**src/rtl/ovly_pkg.sv**
```systemverilog
package ovly_pkg;
  typedef enum logic [1:0] {
    AM_GLOBAL   = 2'd0,
    AM_PIXEL    = 2'd1,
    AM_COMBINED = 2'd2
  } amode_e;

  typedef enum logic [1:0] {
    CS_NORM  = 2'd0,
    CS_FULL  = 2'd1,
    CS_ZERO  = 2'd2,
    CS_NORM2 = 2'd3
  } coef_sel_e;

  function automatic logic fmt_has_alpha(input logic [3:0] fmt);
    return (fmt >= 4'd6) && (fmt <= 4'd9);
  endfunction
endpackage

```
**src/rtl/ovly_win.sv**
```systemverilog
module ovly_win #(
  parameter int CW = 16
) (
  input  logic [2*CW-1:0] xy0_i,
  input  logic [2*CW-1:0] xy1_i,
  input  logic [CW-1:0]   x_i,
  input  logic [CW-1:0]   y_i,
  output logic            hit_o
);
  logic [CW-1:0] x0, y0, x1, y1;
  assign x0 = xy0_i[2*CW-1:CW];
  assign y0 = xy0_i[CW-1:0];
  assign x1 = xy1_i[2*CW-1:CW];
  assign y1 = xy1_i[CW-1:0];

  logic in_x, in_y;
  assign in_x  = (x_i >= x0) && (x_i <= x1);
  assign in_y  = (y_i >= y0) && (y_i <= y1);
  assign hit_o = in_x && in_y;

  // a hit lies on or between the corners
  always_comb begin
    if (hit_o) a_r3_inside_corners: assert (x_i >= x0 && y_i <= y1);
  end
endmodule

```
**src/rtl/ovly_alpha.sv**
```systemverilog
module ovly_alpha
  import ovly_pkg::*;
#(
  parameter int PW = 8
) (
  input  logic [3:0]    fmt_i,
  input  logic [PW-1:0] glb_i,
  input  logic [PW-1:0] pa_i,
  output amode_e        mode_o,
  output logic [PW-1:0] eff_o
);
  localparam int SW = 2*PW + 1;
  localparam logic [SW-1:0] MAXV = SW'((1 << PW) - 1);
  localparam logic [SW-1:0] HALF = SW'(((1 << PW) - 1) / 2);
  localparam logic [PW-1:0] OPAQUE = '1;

  logic          has_a;
  logic [SW-1:0] prod, quo;

  assign has_a = fmt_has_alpha(fmt_i);
  assign prod  = SW'(pa_i) * SW'(glb_i) + HALF;
  assign quo   = prod / MAXV;

  always_comb begin
    if (!has_a)                mode_o = AM_GLOBAL;
    else if (glb_i == OPAQUE)  mode_o = AM_PIXEL;
    else                       mode_o = AM_COMBINED;
  end

  always_comb begin
    unique case (mode_o)
      AM_PIXEL:    eff_o = pa_i;
      AM_COMBINED: eff_o = quo[PW-1:0];
      default:     eff_o = glb_i;
    endcase
  end

  // combined alpha never exceeds either factor
  always_comb begin
    if (mode_o == AM_COMBINED) a_r7_comb_bound: assert (eff_o <= pa_i && eff_o <= glb_i);
  end
endmodule

```
**src/rtl/ovly_mix.sv**
```systemverilog
module ovly_mix
  import ovly_pkg::*;
#(
  parameter int PW    = 8,
  parameter int NCOMP = 3
) (
  input  logic [NCOMP*PW-1:0] src_i,
  input  logic [NCOMP*PW-1:0] bg_i,
  input  logic [PW-1:0]       alpha_i,
  input  coef_sel_e           ovr_sel_i,
  input  coef_sel_e           und_sel_i,
  output logic [NCOMP*PW-1:0] mix_o
);
  localparam int SW = 2*PW + 2;
  localparam logic [SW-1:0] MAXV = SW'((1 << PW) - 1);
  localparam logic [SW-1:0] HALF = SW'(((1 << PW) - 1) / 2);
  localparam logic [PW-1:0] FULL = '1;

  logic [PW-1:0] co, cu;

  always_comb begin
    unique case (ovr_sel_i)
      CS_FULL: co = FULL;
      CS_ZERO: co = '0;
      default: co = alpha_i;
    endcase
    unique case (und_sel_i)
      CS_FULL: cu = FULL;
      CS_ZERO: cu = '0;
      default: cu = FULL - alpha_i;
    endcase
  end

  for (genvar c = 0; c < NCOMP; c++) begin : g_comp
    logic [PW-1:0] s, b;
    logic [SW-1:0] acc, quo;
    assign s   = src_i[c*PW +: PW];
    assign b   = bg_i[c*PW +: PW];
    assign acc = SW'(s) * SW'(co) + SW'(b) * SW'(cu) + HALF;
    assign quo = acc / MAXV;
    assign mix_o[c*PW +: PW] = (quo > MAXV) ? FULL : quo[PW-1:0];

    // complementary weights on equal colours return that colour
    always_comb begin
      if (co + cu == FULL && s == b && co == alpha_i)
        a_r8_equal_in: assert (mix_o[c*PW +: PW] == s);
    end
  end
endmodule

```
**src/rtl/ovly_blend.sv**
```systemverilog
module ovly_blend
  import ovly_pkg::*;
#(
  parameter int CW    = 16,
  parameter int PW    = 8,
  parameter int NCOMP = 3,
  parameter int SELW  = 3
) (
  input  logic                clk_i,
  input  logic                rst_ni,
  input  logic                ch_en_i,
  input  logic [SELW-1:0]     src_sel_i,
  input  logic [PW-1:0]       glb_alpha_i,
  input  logic [3:0]          fmt_i,
  input  logic [1:0]          ovr_sel_i,
  input  logic [1:0]          und_sel_i,
  input  logic [2*CW-1:0]     win_xy0_i,
  input  logic [2*CW-1:0]     win_xy1_i,
  input  logic                vld_i,
  input  logic [CW-1:0]       pix_x_i,
  input  logic [CW-1:0]       pix_y_i,
  input  logic [PW-1:0]       src_a_i,
  input  logic [NCOMP*PW-1:0] src_rgb_i,
  input  logic [NCOMP*PW-1:0] bg_rgb_i,
  output logic                vld_o,
  output logic                hit_o,
  output logic [1:0]          mode_o,
  output logic [NCOMP*PW-1:0] rgb_o
);
  logic                win_hit, conn, blend_en;
  amode_e              amode;
  logic [PW-1:0]       eff_a;
  logic [NCOMP*PW-1:0] mixed;

  ovly_win #(.CW(CW)) u_win (
    .xy0_i (win_xy0_i),
    .xy1_i (win_xy1_i),
    .x_i   (pix_x_i),
    .y_i   (pix_y_i),
    .hit_o (win_hit)
  );

  ovly_alpha #(.PW(PW)) u_alpha (
    .fmt_i  (fmt_i),
    .glb_i  (glb_alpha_i),
    .pa_i   (src_a_i),
    .mode_o (amode),
    .eff_o  (eff_a)
  );

  ovly_mix #(.PW(PW), .NCOMP(NCOMP)) u_mix (
    .src_i     (src_rgb_i),
    .bg_i      (bg_rgb_i),
    .alpha_i   (eff_a),
    .ovr_sel_i (coef_sel_e'(ovr_sel_i)),
    .und_sel_i (coef_sel_e'(und_sel_i)),
    .mix_o     (mixed)
  );

  assign conn     = ch_en_i && (src_sel_i != '0);
  assign blend_en = conn && win_hit;

  always_ff @(posedge clk_i or negedge rst_ni) begin
    if (!rst_ni) begin
      vld_o  <= 1'b0;
      hit_o  <= 1'b0;
      mode_o <= 2'd0;
      rgb_o  <= '0;
    end else begin
      vld_o <= vld_i;
      if (vld_i) begin
        hit_o  <= blend_en;
        mode_o <= amode;
        rgb_o  <= blend_en ? mixed : bg_rgb_i;
      end
    end
  end

  a_r2_vld_follow: assert property (@(posedge clk_i) disable iff (!rst_ni)
    vld_i |=> vld_o);
  a_r2_vld_drop: assert property (@(posedge clk_i) disable iff (!rst_ni)
    !vld_i |=> !vld_o);
  a_r4_bypass: assert property (@(posedge clk_i) disable iff (!rst_ni)
    (vld_i && !win_hit) |=> (!hit_o && rgb_o == $past(bg_rgb_i)));
  a_r5_disconnect: assert property (@(posedge clk_i) disable iff (!rst_ni)
    (vld_i && !conn) |=> (!hit_o && rgb_o == $past(bg_rgb_i)));
  a_r6_mode_legal: assert property (@(posedge clk_i) disable iff (!rst_ni)
    mode_o != 2'd3);
endmodule

```
**config.mk**
```make
export PLATFORM = sky130hd
export DESIGN_NAME = ovly_blend
export DESIGN_NICKNAME = d
export VERILOG_FILES = /design/src/rtl/ovly_pkg.sv /design/src/rtl/ovly_win.sv /design/src/rtl/ovly_alpha.sv /design/src/rtl/ovly_mix.sv /design/src/rtl/ovly_blend.sv
export SDC_FILE = /design/constraint.sdc
export NUM_CORES = 2
export LEC_CHECK = 0
export BUFFER_PORTS_ARGS = -buffer_cell sky130_fd_sc_hd__buf_2
export CAP_MARGIN = 20
export CELL_PAD_IN_SITES_DETAIL_PLACEMENT = 1
export CELL_PAD_IN_SITES_GLOBAL_PLACEMENT = 2
export CORE_ASPECT_RATIO = 1.1
export CORE_MARGIN = 5
export CORE_UTILIZATION = 30
export DETAILED_ROUTE_END_ITERATION = 10
export PLACE_DENSITY = 0.66
export RECOVER_POWER = 25
export SYNTH_ARGS = -nofsm -noshare
export SYNTH_HDL_FRONTEND = slang
export SYNTH_SLANG_ARGS = --single-unit
```
**constraint.sdc**
```tcl
create_clock -name clk_i -period 1.2 [get_ports clk_i]
set_input_delay 0.12 -clock clk_i [delete_from_list [all_inputs] [get_ports clk_i]]
set_output_delay 0.12 -clock clk_i [all_outputs]
set_load 0.005 [all_outputs]
```
==> out/results.tsv <==
metric	value	unit
DP HPWL	109000	µm
pin count of the biggest net entering global routing	29	
cell area after synthesis	30500	µm²
WP data arrival	20.68	ns
Worst setup EP type	flop	
Metal-1 WL	58000	µm
f_max	0.0490	GHz
largest stage delay on the critical path	0.59	ns
Core ar.	101000	µm²
Cell Rows	122	
vias in the first global route	38100	
period utilization	1700	%
slowest stage cell, crit path	or4_4	
Mean Syn Cell Area	7.80	µm²
Post-Route Skew	0	ns
# fillers	12000	
Initial Utilization	30.3	%
Max clock buf depth	2	
Post-Syn Nets	4732	
first drt pass iteration count	5	
fin cells	6802	
Skew-Pair Late Insertion Delay	0.30	ns
CP max FO	6	
CTS tree	done	
Req. time, crit path	1.48	ns
post-synthesis sequential area ratio	2.30	%
initial antenna violation count	19	
layout cells sized above 1	44.4	%
die footprint	108000	µm²
post-synth top area share	21.8	%
Relative slew margins	51.7	%
Ys Warns	0	
DIE HEIGHT	344	µm
H-tree depth	1	
Routed met3 length	3840	µm
setup violators final	25	
Post-synth EDFFs	0	
Synth top cells by count	inv_1, nand2_1, fa_1	
WL met2	63100	µm
port buffer count	201	
fin util	48.4	%
highest metal used	met5	
number of buffers created by CTS	3	
crit-path most repeated cell	fa_1	
most numerous cell in the Yosys netlist	inv_1	
DR vias/cell	5.11	
Ports	203	
min Tclk post-route	20.41	ns
Routed Antenna Nets	0	
Starting DRT DRC Count	1199	
grt ovf	0	
min-delay worst type	input port to flop	
Num Clock Sinks	28	
outcome	finished with violations	
DR DRC count	0	
failing checks	setup timing	
Layout area overhead	59.7	%
cell count after synthesis	3911	
max-slew violation total from the final report	0	
max-capacitance violation count	0	
top cells by area, synth	fa_1, ha_1, inv_1, nand2_1, and2_1	
Yosys cell types	142	
Yosys top cell by area	fa_1	
CTS root buf	clkbuf_16	
Inst Count DP	6572	
Worst-path clk slew	0.12	ns
final WL	129000	µm
global placement routability congestion	0.883	
final worst slack	-19.21	ns
Hold Vio Cnt, Final	0	
Async SR Flop Fraction	100	%
Main synth FF type	dfrtp_1	
Horiz. Die Dim	314	µm
startpoint types	input port	
Tot GR Track Use	23.2	%
Layout Nets	6309	
global-route wire length before repair	205000	µm
flop and latch count out of synthesis	28	
WL per Instance	19.0	µm
Tightest Pin Transition	0.722	ns
Setup Crit Path Kind	input port to flop	
RSZ-0062 raised after global routing	yes	
DR vias	34800	
[placed cells by master, fill, tap and decap left out, types with 23 or more instances in the layout]
cell type / netlist / final
dfrtp_1: 28 / 28
xnor2_1: 105 / 86
nor2b_1: 54 / 46
a21oi_2: 5 / 47
o21ai_0: 130 / 69
nand3_1: 97 / 75
o211ai_1: 55 / 55
o21ai_2: 3 / 23
o31ai_1: 49 / 24
buf_2: 20 / 184
o21a_1: 39 / 32
o21ai_1: 25 / 55
buf_6: 6 / 81
xor2_1: 52 / 43
nor2_1: 195 / 176
fa_1: 333 / 322
buf_4: 8 / 1427
nor3_1: 92 / 61
nand2_1: 406 / 380
ha_1: 313 / 286
nand4_1: 39 / 39
and2_4: 0 / 23
a21o_1: 64 / 60
a31oi_1: 52 / 36
a21oi_1: 141 / 89
and2_1: 227 / 205
inv_1: 541 / 517
a211oi_1: 43 / 24
nand2b_1: 32 / 28
[final cells by class]
type | instances | area, µm² | share of cell area, %
Clock inverter | 1 | 30.0 | 0.0616
Inverter | 541 | 2050 | 4.21
Antenna cell | 13 | 32.5 | 0.0668
Multi-Input combinational cell | 3191 | 31100 | 63.9
Sequential cell | 28 | 701 | 1.44
Tap cell | 1302 | 1630 | 3.34
Timing Repair Buffer | 1723 | 13100 | 26.8
Clock buffer | 3 | 75.1 | 0.154
[state kept, by name (all words and copies together) (netlist names)]
name and count:
hit_o 1, mode_o 2, rgb_o 24, vld_o 1
[logic make-up (layout without fill, tap and decap cells)]
group / after synthesis / after routing / synth area share [%]
AND/OR/NAND/NOR: 1358 / 1358 / 23.3
AO/OA/AOI/OAI: 974 / 974 / 24.2
buffers and inverters: 692 / 2268 / 8.85
adder cells (fa/ha/maj): 647 / 647 / 34.7
XOR/XNOR: 164 / 164 / 4.90
multiplexers: 48 / 48 / 1.76
flip-flops: 28 / 28 / 2.30
other: 0 / 13 / 0
[per-layer routing]
| layer | vias to the layer above | GRT usage [%] |
|---|---|---|
| li1 | 16900 | - |
| met1 | 17200 | 29.8 |
| met2 | 490 | 41.1 |
| met3 | 173 | 2.30 |
| met4 | 10 | 7.29 |
| met5 | - | 0 |
[critical path, delay by kind of cell]
kind,cells,cell delay [ns]
xor gates and xnor gates,2,0.33
adders and majority gates,13,5.73
buffers and inverters,19,2.18
and+or+nand+nor,20,5.63
muxes,2,0.43
AOI/OAI and AO/OA,29,6.23
[repair_timing]
item                                   4_1_cts  5_1_grt
resized for setup                          496      193
gates cloned                                 1        0
setup endpoints to repair                   26       26
endpoints found under the hold margin       28        0
setup buffers                              155       67
pin swaps                                  268      129
hold buffers                                 1        0
[metrics by stage]
stage                     instance area, µm²  hold WS [ns]  setup WS [ns]  TNS [ns]
final                                  48700         0.232         -19.21   -417.28
after global routing                   48700         0.234         -20.02   -434.85
after CTS                              47300         0.184         -19.02   -413.84
after detailed placement               43800         0.115         -20.55   -445.95
after global placement                 43800         0.110         -20.24   -439.54
after floorplan                        32000        -0.176         -18.77   -400.55
[worst paths after layout]
check | slack (ns) | start | end | cells after the start
max in group asynchronous | 0.31 | rst_ni | rgb_o[1] | 3
worst max-delay path | -19.21 | src_a_i[5] | rgb_o[16] | 85
worst min-delay path | 0.23 | bg_rgb_i[20] | rgb_o[20] | 3
worst max register to register | -0.26 | rgb_o[8] | rgb_o[8] | 4
worst min register to register | 0.51 | rgb_o[4] | rgb_o[4] | 2
min in group asynchronous | 0.45 | rst_ni | rgb_o[8] | 3
Power is not shown: default switching activity piles up to over one toggle a cycle in this logic, so the estimate is an artifact.
